`config.mk`:
```
export PLATFORM = sky130hd
export DESIGN_NAME = trap_debug_entry
export DESIGN_NICKNAME = d
export VERILOG_FILES = /design/src/rtl/trap_ctl_pkg.sv /design/src/rtl/trap_path_sel.sv /design/src/rtl/trap_save_bank.sv /design/src/rtl/trap_debug_entry.sv
export SDC_FILE = /design/constraint.sdc
export NUM_CORES = 1
export LEC_CHECK = 0
export BUFFER_PORTS_ARGS = -buffer_cell sky130_fd_sc_hd__buf_2
export CAP_MARGIN = 15
export CORE_ASPECT_RATIO = 1.1
export CORE_MARGIN = 2
export CORE_UTILIZATION = 32
export DETAILED_ROUTE_END_ITERATION = 8
export GPL_TIMING_DRIVEN = 0
export PLACE_DENSITY = 0.57
export SKIP_CTS_REPAIR_TIMING = 1
export SYNTH_ARGS = -nofsm -noshare
export SYNTH_HDL_FRONTEND = slang
export SYNTH_SLANG_ARGS = --single-unit
```
`constraint.sdc`:
```
create_clock -name clk -period 3.7 [get_ports clk]
set_input_delay 0.185 -clock clk [delete_from_list [all_inputs] [get_ports clk]]
set_output_delay 0.185 -clock clk [all_outputs]
set_load 0.05 [all_outputs]
```
`src/rtl/trap_ctl_pkg.sv`:
```
package trap_ctl_pkg;

    localparam logic [1:0] PRV_U = 2'd0;
    localparam logic [1:0] PRV_S = 2'd1;
    localparam logic [1:0] PRV_H = 2'd2;
    localparam logic [1:0] PRV_M = 2'd3;

    localparam logic [2:0] DBG_CAUSE_NONE = 3'd0;
    localparam logic [2:0] DBG_CAUSE_SWBP = 3'd1;

    typedef enum logic [2:0] {
        PATH_NONE      = 3'd0,
        PATH_DBG_ENTRY = 3'd1,
        PATH_DBG_EXC   = 3'd2,
        PATH_MTRAP     = 3'd3,
        PATH_STRAP     = 3'd4
    } path_e;

endpackage

```
`src/rtl/trap_path_sel.sv`:
```
module trap_path_sel
    import trap_ctl_pkg::*;
#(
    parameter int CAUSE_W   = 4,
    parameter int BRK_CAUSE = 3
) (
    input  logic                       exc_valid_i,
    input  logic [CAUSE_W-1:0]         cause_i,
    input  logic [1:0]                 priv_i,
    input  logic [3:0]                 ebreak_en_i,
    input  logic                       dbg_active_i,
    input  logic [(1<<CAUSE_W)-1:0]    medeleg_i,
    output path_e                      path_o
);
    localparam logic [CAUSE_W-1:0] BRK_CODE = CAUSE_W'(BRK_CAUSE);

    logic is_brk_en;
    logic below_m;

    always_comb begin
        is_brk_en = (cause_i == BRK_CODE) && ebreak_en_i[priv_i];
        below_m   = (priv_i == PRV_S) || (priv_i == PRV_U);
        path_o    = PATH_NONE;
        if (exc_valid_i) begin
            if (is_brk_en) begin
                path_o = PATH_DBG_ENTRY;
            end else if (dbg_active_i) begin
                path_o = PATH_DBG_EXC;
            end else if (medeleg_i[cause_i] && below_m) begin
                path_o = PATH_STRAP;
            end else begin
                path_o = PATH_MTRAP;
            end
        end
    end

endmodule

```
`src/rtl/trap_save_bank.sv`:
```
module trap_save_bank #(
    parameter int XLEN    = 32,
    parameter int CAUSE_W = 4
) (
    input  logic               clk,
    input  logic               rst_n,
    input  logic               we_i,
    input  logic [XLEN-1:0]    epc_i,
    input  logic [CAUSE_W-1:0] cause_i,
    input  logic               bad_valid_i,
    input  logic [XLEN-1:0]    bad_i,
    output logic [XLEN-1:0]    epc_o,
    output logic [CAUSE_W-1:0] cause_o,
    output logic [XLEN-1:0]    bad_o
);
    typedef struct packed {
        logic [XLEN-1:0]    epc;
        logic [CAUSE_W-1:0] cause;
        logic [XLEN-1:0]    bad;
    } bank_t;

    bank_t bank_d, bank_q;

    always_comb begin
        bank_d = bank_q;
        if (we_i) begin
            bank_d.epc   = epc_i;
            bank_d.cause = cause_i;
            if (bad_valid_i) begin
                bank_d.bad = bad_i;
            end
        end
    end

    always_ff @(posedge clk or negedge rst_n) begin
        if (!rst_n) begin
            bank_q <= '0;
        end else begin
            bank_q <= bank_d;
        end
    end

    assign epc_o   = bank_q.epc;
    assign cause_o = bank_q.cause;
    assign bad_o   = bank_q.bad;

endmodule

```
`src/rtl/trap_debug_entry.sv`:
```
module trap_debug_entry
    import trap_ctl_pkg::*;
#(
    parameter int          XLEN      = 32,
    parameter int          CAUSE_W   = 4,
    parameter int          BRK_CAUSE = 3,
    parameter logic [31:0] RESET_VEC = 32'h0000_1000,
    parameter logic [31:0] MTVEC_DEF = 32'h0000_0100,
    parameter logic [31:0] DBG_START = 32'h0000_0800,
    parameter logic [31:0] DBG_EXC   = 32'h0000_0808
) (
    input  logic                     clk,
    input  logic                     rst_n,
    input  logic                     exc_valid_i,
    input  logic [CAUSE_W-1:0]       exc_cause_i,
    input  logic [XLEN-1:0]          exc_epc_i,
    input  logic                     bad_valid_i,
    input  logic [XLEN-1:0]          bad_addr_i,
    input  logic [XLEN-1:0]          cur_pc_i,
    input  logic [3:0]               ebreak_en_i,
    input  logic [(1<<CAUSE_W)-1:0]  medeleg_i,
    input  logic [XLEN-1:0]          stvec_i,
    input  logic                     mtvec_we_i,
    input  logic [XLEN-1:0]          mtvec_wdata_i,
    input  logic                     priv_we_i,
    input  logic [1:0]               priv_wdata_i,
    output logic                     redirect_o,
    output logic [XLEN-1:0]          pc_o,
    output logic [1:0]               priv_o,
    output logic [XLEN-1:0]          mtvec_o,
    output logic [2:0]               dbg_cause_o,
    output logic [1:0]               dbg_prv_o,
    output logic [XLEN-1:0]          dpc_o,
    output logic [XLEN-1:0]          mepc_o,
    output logic [CAUSE_W-1:0]       mcause_o,
    output logic [XLEN-1:0]          mbadaddr_o,
    output logic [XLEN-1:0]          sepc_o,
    output logic [CAUSE_W-1:0]       scause_o,
    output logic [XLEN-1:0]          sbadaddr_o
);
    localparam int NBANK  = 2;
    localparam int BANK_M = 0;
    localparam int BANK_S = 1;

    localparam logic [XLEN-1:0] RST_PC   = XLEN'(RESET_VEC);
    localparam logic [XLEN-1:0] RST_TVEC = XLEN'(MTVEC_DEF);
    localparam logic [XLEN-1:0] DROM_GO  = XLEN'(DBG_START);
    localparam logic [XLEN-1:0] DROM_EX  = XLEN'(DBG_EXC);

    typedef struct packed {
        logic              redirect;
        logic [XLEN-1:0]   pc;
        logic [1:0]        priv;
        logic [XLEN-1:0]   mtvec;
        logic [2:0]        dcause;
        logic [1:0]        dprv;
        logic [XLEN-1:0]   dpc;
    } core_t;

    core_t  st_d, st_q;
    path_e  path;

    logic [NBANK-1:0]    bank_we;
    logic [XLEN-1:0]     bank_epc   [NBANK];
    logic [CAUSE_W-1:0]  bank_cause [NBANK];
    logic [XLEN-1:0]     bank_bad   [NBANK];

    trap_path_sel #(
        .CAUSE_W   (CAUSE_W),
        .BRK_CAUSE (BRK_CAUSE)
    ) u_sel (
        .exc_valid_i  (exc_valid_i),
        .cause_i      (exc_cause_i),
        .priv_i       (st_q.priv),
        .ebreak_en_i  (ebreak_en_i),
        .dbg_active_i (st_q.dcause != DBG_CAUSE_NONE),
        .medeleg_i    (medeleg_i),
        .path_o       (path)
    );

    always_comb begin
        bank_we         = '0;
        bank_we[BANK_M] = (path == PATH_MTRAP);
        bank_we[BANK_S] = (path == PATH_STRAP);
    end

    for (genvar g = 0; g < NBANK; g++) begin : g_bank
        trap_save_bank #(
            .XLEN    (XLEN),
            .CAUSE_W (CAUSE_W)
        ) u_bank (
            .clk         (clk),
            .rst_n       (rst_n),
            .we_i        (bank_we[g]),
            .epc_i       (exc_epc_i),
            .cause_i     (exc_cause_i),
            .bad_valid_i (bad_valid_i),
            .bad_i       (bad_addr_i),
            .epc_o       (bank_epc[g]),
            .cause_o     (bank_cause[g]),
            .bad_o       (bank_bad[g])
        );
    end

    always_comb begin
        st_d          = st_q;
        st_d.redirect = 1'b0;
        if (priv_we_i) begin
            st_d.priv = priv_wdata_i;
        end
        if (mtvec_we_i) begin
            st_d.mtvec = {mtvec_wdata_i[XLEN-1:2], 2'b00};
        end
        unique case (path)
            PATH_DBG_ENTRY: begin
                st_d.redirect = 1'b1;
                st_d.dcause   = DBG_CAUSE_SWBP;
                st_d.dprv     = st_q.priv;
                st_d.priv     = PRV_M;
                st_d.dpc      = cur_pc_i;
                st_d.pc       = DROM_GO;
            end
            PATH_DBG_EXC: begin
                st_d.redirect = 1'b1;
                st_d.priv     = st_q.priv;
                st_d.pc       = DROM_EX;
            end
            PATH_MTRAP: begin
                st_d.redirect = 1'b1;
                st_d.priv     = PRV_M;
                st_d.pc       = st_q.mtvec;
            end
            PATH_STRAP: begin
                st_d.redirect = 1'b1;
                st_d.priv     = PRV_S;
                st_d.pc       = stvec_i;
            end
            default: ;
        endcase
    end

    always_ff @(posedge clk or negedge rst_n) begin
        if (!rst_n) begin
            st_q.redirect <= 1'b0;
            st_q.pc       <= RST_PC;
            st_q.priv     <= PRV_M;
            st_q.mtvec    <= RST_TVEC;
            st_q.dcause   <= DBG_CAUSE_NONE;
            st_q.dprv     <= PRV_U;
            st_q.dpc      <= '0;
        end else begin
            st_q <= st_d;
        end
    end

    assign redirect_o  = st_q.redirect;
    assign pc_o        = st_q.pc;
    assign priv_o      = st_q.priv;
    assign mtvec_o     = st_q.mtvec;
    assign dbg_cause_o = st_q.dcause;
    assign dbg_prv_o   = st_q.dprv;
    assign dpc_o       = st_q.dpc;
    assign mepc_o      = bank_epc[BANK_M];
    assign mcause_o    = bank_cause[BANK_M];
    assign mbadaddr_o  = bank_bad[BANK_M];
    assign sepc_o      = bank_epc[BANK_S];
    assign scause_o    = bank_cause[BANK_S];
    assign sbadaddr_o  = bank_bad[BANK_S];

endmodule

```
# After elaboration in Yosys (flattened, before gate mapping)
# Cells that the tools add are included.
[classes] magnitude_cmp=2 n_eq_ne=6 muxes=10 bitwise_logic=1 n_reduce_logical=9
[ops] operator="$pmux 35 s4" count=1
[ops] operator="$mux 3" count=4
[ops] operator="$reduce_bool 4->1" count=2
[ops] operator="$eq 3x2->1 const B" count=2
[ops] operator="$reduce_and 2->1" count=3
[ops] operator="$lt 4x5->1 const B" count=1
[ops] operator="$bmux 1 s4" count=1
[ops] operator="$eq 4x2->1 const B" count=1
[ops] operator="$eq 3x1->1 const B" count=1
[ops] operator="$eq 3x3->1 const B" count=1
[ops] operator="$lt 2x3->1 const B" count=1
[ops] operator="$bmux 1 s2" count=1
[ops] operator="$eq 2x1->1 const B" count=1
[ops] operator="$logic_and 1x1->1" count=2
[ops] operator="$logic_not 2->1" count=1
[ops] operator="$mux 1" count=2
[ops] operator="$mux 2" count=1
[ops] operator="$logic_or 1x1->1" count=1
[ops] operator="$not 1->1" count=1
[word_totals] reg_bits=236 out_inout_bits=240 wordCells=41

# Longest topological paths before layout
[depth] ltp_word=10 mapped_depth=8

# By module
# From an unflattened synthesis, not the netlist that was laid out.
[unflattened] cells_unflattened=662 area_unflattened_um2=9862.0
[by_module_without_submodules] module="trap_save_bank" instances=2 cells_each=144 area_each_um2=2658.8 seq_area_each_um2=1701.6
[by_module_without_submodules] module="trap_debug_entry" instances=1 cells_each=346 area_each_um2=4295.4 seq_area_each_um2=2507.4
[by_module_without_submodules] module="trap_path_sel" instances=1 cells_each=28 area_each_um2=249.0 seq_area_each_um2=0.0

# Worst setup path before layout
# Ideal clock, no wire load.
[synth_timing] path_kind="flip-flop to flip-flop" startpoint="register st_q (netlist bit priv_o[0])" endpoint="register g_bank[1].u_bank.bank_q (netlist bit g_bank[1].u_bank.bad_o[10])" t_arrival_ns=2.410 required_time_ns=3.575 slack_ns=1.165 stages_incl_launch_ff=7 path_buffers=1 path_cell_list="dfstp_2 -> mux4_2 -> a21oi_4 -> nand2_1 -> a21oi_2 -> buf_2 -> mux2_2"
[synth_between] elab_chain_cells=9 elab_cells_between_ends=13 cone_classes="eq/ne (2); mux (6); reduce/logical (5)"
[synth_lines] item="from (decl)" line_no="trap_debug_entry.sv:60" text="core_t st_d, st_q;"
[synth_lines] item="from (signal assigned)" line_no="trap_debug_entry.sv:152" text="st_q <= st_d;"
[synth_lines] item="$eq 2x1->1 / $logic_not 2->1 (equally long branches)" line_no="trap_path_sel.sv:22" text="below_m = (priv_i == PRV_S) || (priv_i == PRV_U);"
[synth_lines] item="$logic_or 1x1->1" line_no="trap_path_sel.sv:22"
[synth_lines] item="$logic_and 1x1->1" line_no="trap_path_sel.sv:29" text="end else if (medeleg_i[cause_i] && below_m) begin"
[synth_lines] item="$mux 3" line_no="trap_path_sel.sv:29"
[synth_lines] item="$mux 3" line_no="trap_path_sel.sv:27" text="end else if (dbg_active_i) begin"
[synth_lines] item="$mux 3 (*)" line_no="trap_path_sel.sv:25" text="if (is_brk_en) begin"
[synth_lines] item="$mux 3 (*)" line_no="trap_path_sel.sv:24" text="if (exc_valid_i) begin"
[synth_lines] item="$eq 3x3->1 (*)" line_no="trap_debug_entry.sv:84" text="bank_we[BANK_S] = (path == PATH_STRAP);"
[synth_lines] item="$reduce_and 2->1 (no line) (*)"
[synth_lines] item="to (signal assigned)" line_no="trap_save_bank.sv:39" text="bank_q <= bank_d;"
[synth_lines] item="to (decl)" line_no="trap_save_bank.sv:22" text="bank_t bank_d, bank_q;"
# Mark *: on every way between the ends. The rest lies on a longest branch, timed or not. The select of a mux whose other input is x is not followed.
# A chain may end at the register's enable or synchronous reset.

# Worst setup path after layout
[layout_timing] startpoint="register st_q (netlist bit priv_o[0])" endpoint="register g_bank[1].u_bank.bank_q (netlist bit g_bank[1].u_bank.epc_o[25])"
[layout_between] elab_chain_cells=8 elab_cells_between_ends=12 cone_classes="eq/ne (2); mux (6); reduce/logical (4)"
[layout_lines] item="$eq 2x1->1 / $logic_not 2->1 (equally long branches)" line_no="trap_path_sel.sv:22"
[layout_lines] item="$logic_or 1x1->1" line_no="trap_path_sel.sv:22"
[layout_lines] item="$logic_and 1x1->1" line_no="trap_path_sel.sv:29"
[layout_lines] item="$mux 3" line_no="trap_path_sel.sv:29"
[layout_lines] item="$mux 3" line_no="trap_path_sel.sv:27"
[layout_lines] item="$mux 3 (*)" line_no="trap_path_sel.sv:25"
[layout_lines] item="$mux 3 (*)" line_no="trap_path_sel.sv:24"
[layout_lines] item="$eq 3x3->1 (*)" line_no="trap_debug_entry.sv:84"
# Marks and branches as above.

==> impl_metrics.json <==
{
  "min_period_ns": 2.75,
  "clockPowerShare_pct": 20.6,
  "layout-drive-gt1-share_pct": 49.8,
  "fill_cells": 2627,
  "wirelength_um": 29800,
  "io_pins": 432,
  "die_h_um": 185,
  "clock_latency_ns": 0.53,
  "cts_max_level": 1,
  "hold_class": "primary input to flip-flop",
  "critPathMaxStageDelay_ns": 0.57,
  "clock-root-buffer": "clkbuf_16",
  "hpwlAfterDp_um": 21500,
  "cp.arrival_ns": 3.16,
  "nets": 1456,
  "netSwitchingPower_mw": 5.52,
  "grt_util_all_layers_pct": 17.4,
  "synthesis.area_um2": 9510,
  "grt_pass1_wl_um": 42000,
  "path_cells": "mux4_2 > a21oi_4 > inv_2 > a21oi_1 > buf_4 > buf_6 > mux2_4",
  "yosysTopAreaCellShare_pct": 61.0,
  "wl_per_cell_um": 18.0,
  "fin_worst_skew_ns": 0.00807,
  "peakVddDrop_uv": 674,
  "cellLeakagePower_nw": 7.04,
  "grt_remaining_overflow": 0,
  "switching_share_pct": 46.6,
  "yosysUniqueCellTypes": 42,
  "fin_util_pct": 49.6,
  "clk_path_buf_depth": 3,
  "drtIter0Drc": 366,
  "intPower_mw": 6.33,
  "drt_first_pass_iters": 4,
  "antenna_found_initial": 1,
  "syn2layout_area_growth_pct": 53.3,
  "violations": "negative hold slack",
  "final_cells": 1652,
  "postSynthCellCount": 646,
  "path_clk_slew_ns": 0.06,
  "synth_edf_count": 0,
  "portBuffers": 423,
  "ant_nets": 0,
  "run_status": "finished with violations",
  "place_inst": 1448,
  "critical_path_class": "flip-flop to flip-flop",
  "gp_congestion": 0.765,
  "row_count": 66,
  "pre_cts_ws_ns": 0.824,
  "cts_buffers": 25,
  "synth_area_per_cell_um2": 14.7,
  "hold_viol": 1,
  "slew_violations": 0,
  "cp_slowest_cell": "dfstp_2",
  "yosys_register_bits": 236,
  "die_area_um2": 31100,
  "critPathLaunchType": "flip-flop",
  "cap_viol_max_count": 0,
  "required_ns": 4.11,
  "synth_top_cells_by_area": "dfrtp_1 (61%), mux2_2 (14%), mux2_1 (7.2%)",
  "endpoint_kind": "flip-flop",
  "ys_warn_count": 0,
  "combPwrFrac_pct": 46.9,
  "grt_pass1_vias": 7243,
  "worst_slew_pin_slew_ns": 0.675,
  "fp.dieW_um": 168,
  "tns_ns": 0,
  "drc": 0,
  "final.setup.worst_slack_ns": 0.946,
  "p_seq_share_pct": 32.5,
  "final_area_um2": 14600,
  "total_power_mw": 11.8,
  "synthFlopType": "dfrtp_1",
  "grt_max_degree": 109,
  "place_area_um2": 12200,
  "seq_area_frac_synth_pct": 62.1,
  "initial_core_util_pct": 32.4,
  "vias_per_cell": 4.66,
  "cts.sinks": 236,
  "cts_tree": "built",
  "rsz0062_at_grt": "false",
  "vias": 7704,
  "async_reset_ff_share_pct": 100,
  "yosysTopAreaCell": "dfrtp_1",
  "timing.hold.ws_ns": -0.0565,
  "floorplan.core_area_um2": 29400,
  "p_per_area_nw_per_um2": 812,
  "crit_fanout": 10,
  "fmax_mhz": 363,
  "diodes": 0,
  "finalSetupViolCount": 0,
  "final.period_utilization_pct": 74.4,
  "slew-limit-headroom_pct": 55.0
}
-- flip-flops by register name, summed over array words and instances, names as in the netlist --
register	flops
mtvec_o	30
priv_o	2
pc_o	32
dbg_cause_o	1
dbg_prv_o	2
g_bank.u_bank.epc_o	64
dpc_o	32
g_bank.u_bank.cause_o	8
redirect_o	1
g_bank.u_bank.bad_o	64
-- cells in the mapped netlist, types with 2 or more instances --
| cell | number |
|---|---|
| buf_4 | 7 |
| nand4_1 | 29 |
| buf_2 | 15 |
| a311oi_1 | 2 |
| dfrtp_1 | 232 |
| clkbuf_1 | 19 |
| dfstp_2 | 4 |
| buf_1 | 3 |
| buf_6 | 2 |
| inv_1 | 32 |
| nand2b_1 | 3 |
| mux2_4 | 18 |
| mux2i_1 | 4 |
| mux4_2 | 3 |
| o221ai_1 | 28 |
| o211ai_1 | 2 |
| nand2_1 | 34 |
| nor2_1 | 4 |
| mux2_2 | 120 |
| a22o_1 | 2 |
| mux2_1 | 61 |
| a21oi_1 | 2 |
-- area by class of cell --
| cell class | count | area [um^2] | area share, % |
|---|---|---|---|
| clock buffers | 37 | 731 | 5.01 |
| plain buffers | 46 | 233 | 1.60 |
| multi-input cells | 334 | 3250 | 22.3 |
| repair buffers | 588 | 3810 | 26.2 |
| flip-flops and latches | 236 | 5910 | 40.5 |
| clock inverters | 4 | 48.8 | 0.335 |
| well taps | 374 | 468 | 3.21 |
| inverters | 33 | 124 | 0.849 |
-- critical path: cells and delay by family (launching register included) --
kind                   cells  cell delay (ns)
flip-flops                 1             0.57
AO/OA/AOI/OAI              2             0.63
multiplexers               2             0.88
buffers and inverters      3             0.54
-- per-layer routing --
metal / track usage (%) / vias to the layer above / part of all wire [%]
met5: 0 / - / 0.044
met1: 20.7 / 3778 / 39
met4: 5.45 / 2 / 2.5
met2: 30.6 / 317 / 51
met3: 4.85 / 53 / 7.9
li1: - / 3554 / -
-- power by group through the flow --
stage | registers [mW] | clock network (mW) | logic, mW
after floorplan | 6.86 | 0 | 1.03
after global placement | 3.86 | 0 | 5.41
after detailed placement | 3.89 | 0 | 5.45
after CTS | 3.85 | 2.50 | 5.46
after global routing | 3.96 | 2.62 | 5.79
final | 3.85 | 2.44 | 5.56
-- cell usage in the layout, fill, tap and decap left out, drive strengths merged --
master       synthesis  routed
and2                 1       1
o32a                 1       1
a32oi                1       1
o21ai                1       1
clkinv               0       2
bufinv               0       1
dfrtp              232     232
nand3                3       3
dlygate4sd3          0     163
buf                 27     452
conb                 1       4
a21o                 1       1
o221ai              28      28
and4bb               1       1
nand2               34      34
mux2i                4       4
mux4                 3       3
dfstp                4       4
nand2b               3       3
mux2               199     199
and3                 1       1
a31oi                1       1
nor2                 4       4
nor2b                1       1
clkbuf              19      56
inv                 33      34
a311oi               2       2
nand4               30      30
o211ai               3       3
a21oi                4       4
a211oi               1       1
a22o                 2       2
a22oi                1       1
-- final timing paths --
kind,start,end,slack (ns),cells past startpoint
setup reg to reg,priv_o[0]$_DFFE_PN1P_,g_bank[1].u_bank.epc_o[25]$_DFFE_PN0N_,0.95,7
hold reg to reg,g_bank[0].u_bank.epc_o[20]$_DFFE_PN0N_,g_bank[0].u_bank.epc_o[20]$_DFFE_PN0N_,0.48,1
setup / recovery,priv_o[0]$_DFFE_PN1P_,g_bank[1].u_bank.epc_o[25]$_DFFE_PN0N_,0.95,7
hold / removal,stvec_i[23],pc_o[23]$_DFFE_PN0P_,-0.06,3
min in group asynchronous,rst_n,g_bank[0].u_bank.bad_o[4]$_DFFE_PN0P_,0.13,2
max in group asynchronous,rst_n,pc_o[17]$_DFFE_PN0P_,2.72,3
-- cell families after synthesis --
| family | after synthesis | share of synthesized area (%) |
|---|---|---|
| mux | 206 | 25.4 |
| flops | 236 | 62.1 |
| simple gates | 78 | 4.41 |
| other cells | 1 | 0.0394 |
| buf+inv | 79 | 3.75 |
| compound gates | 46 | 4.25 |
Note: power is estimated with default switching activity, not from simulation.
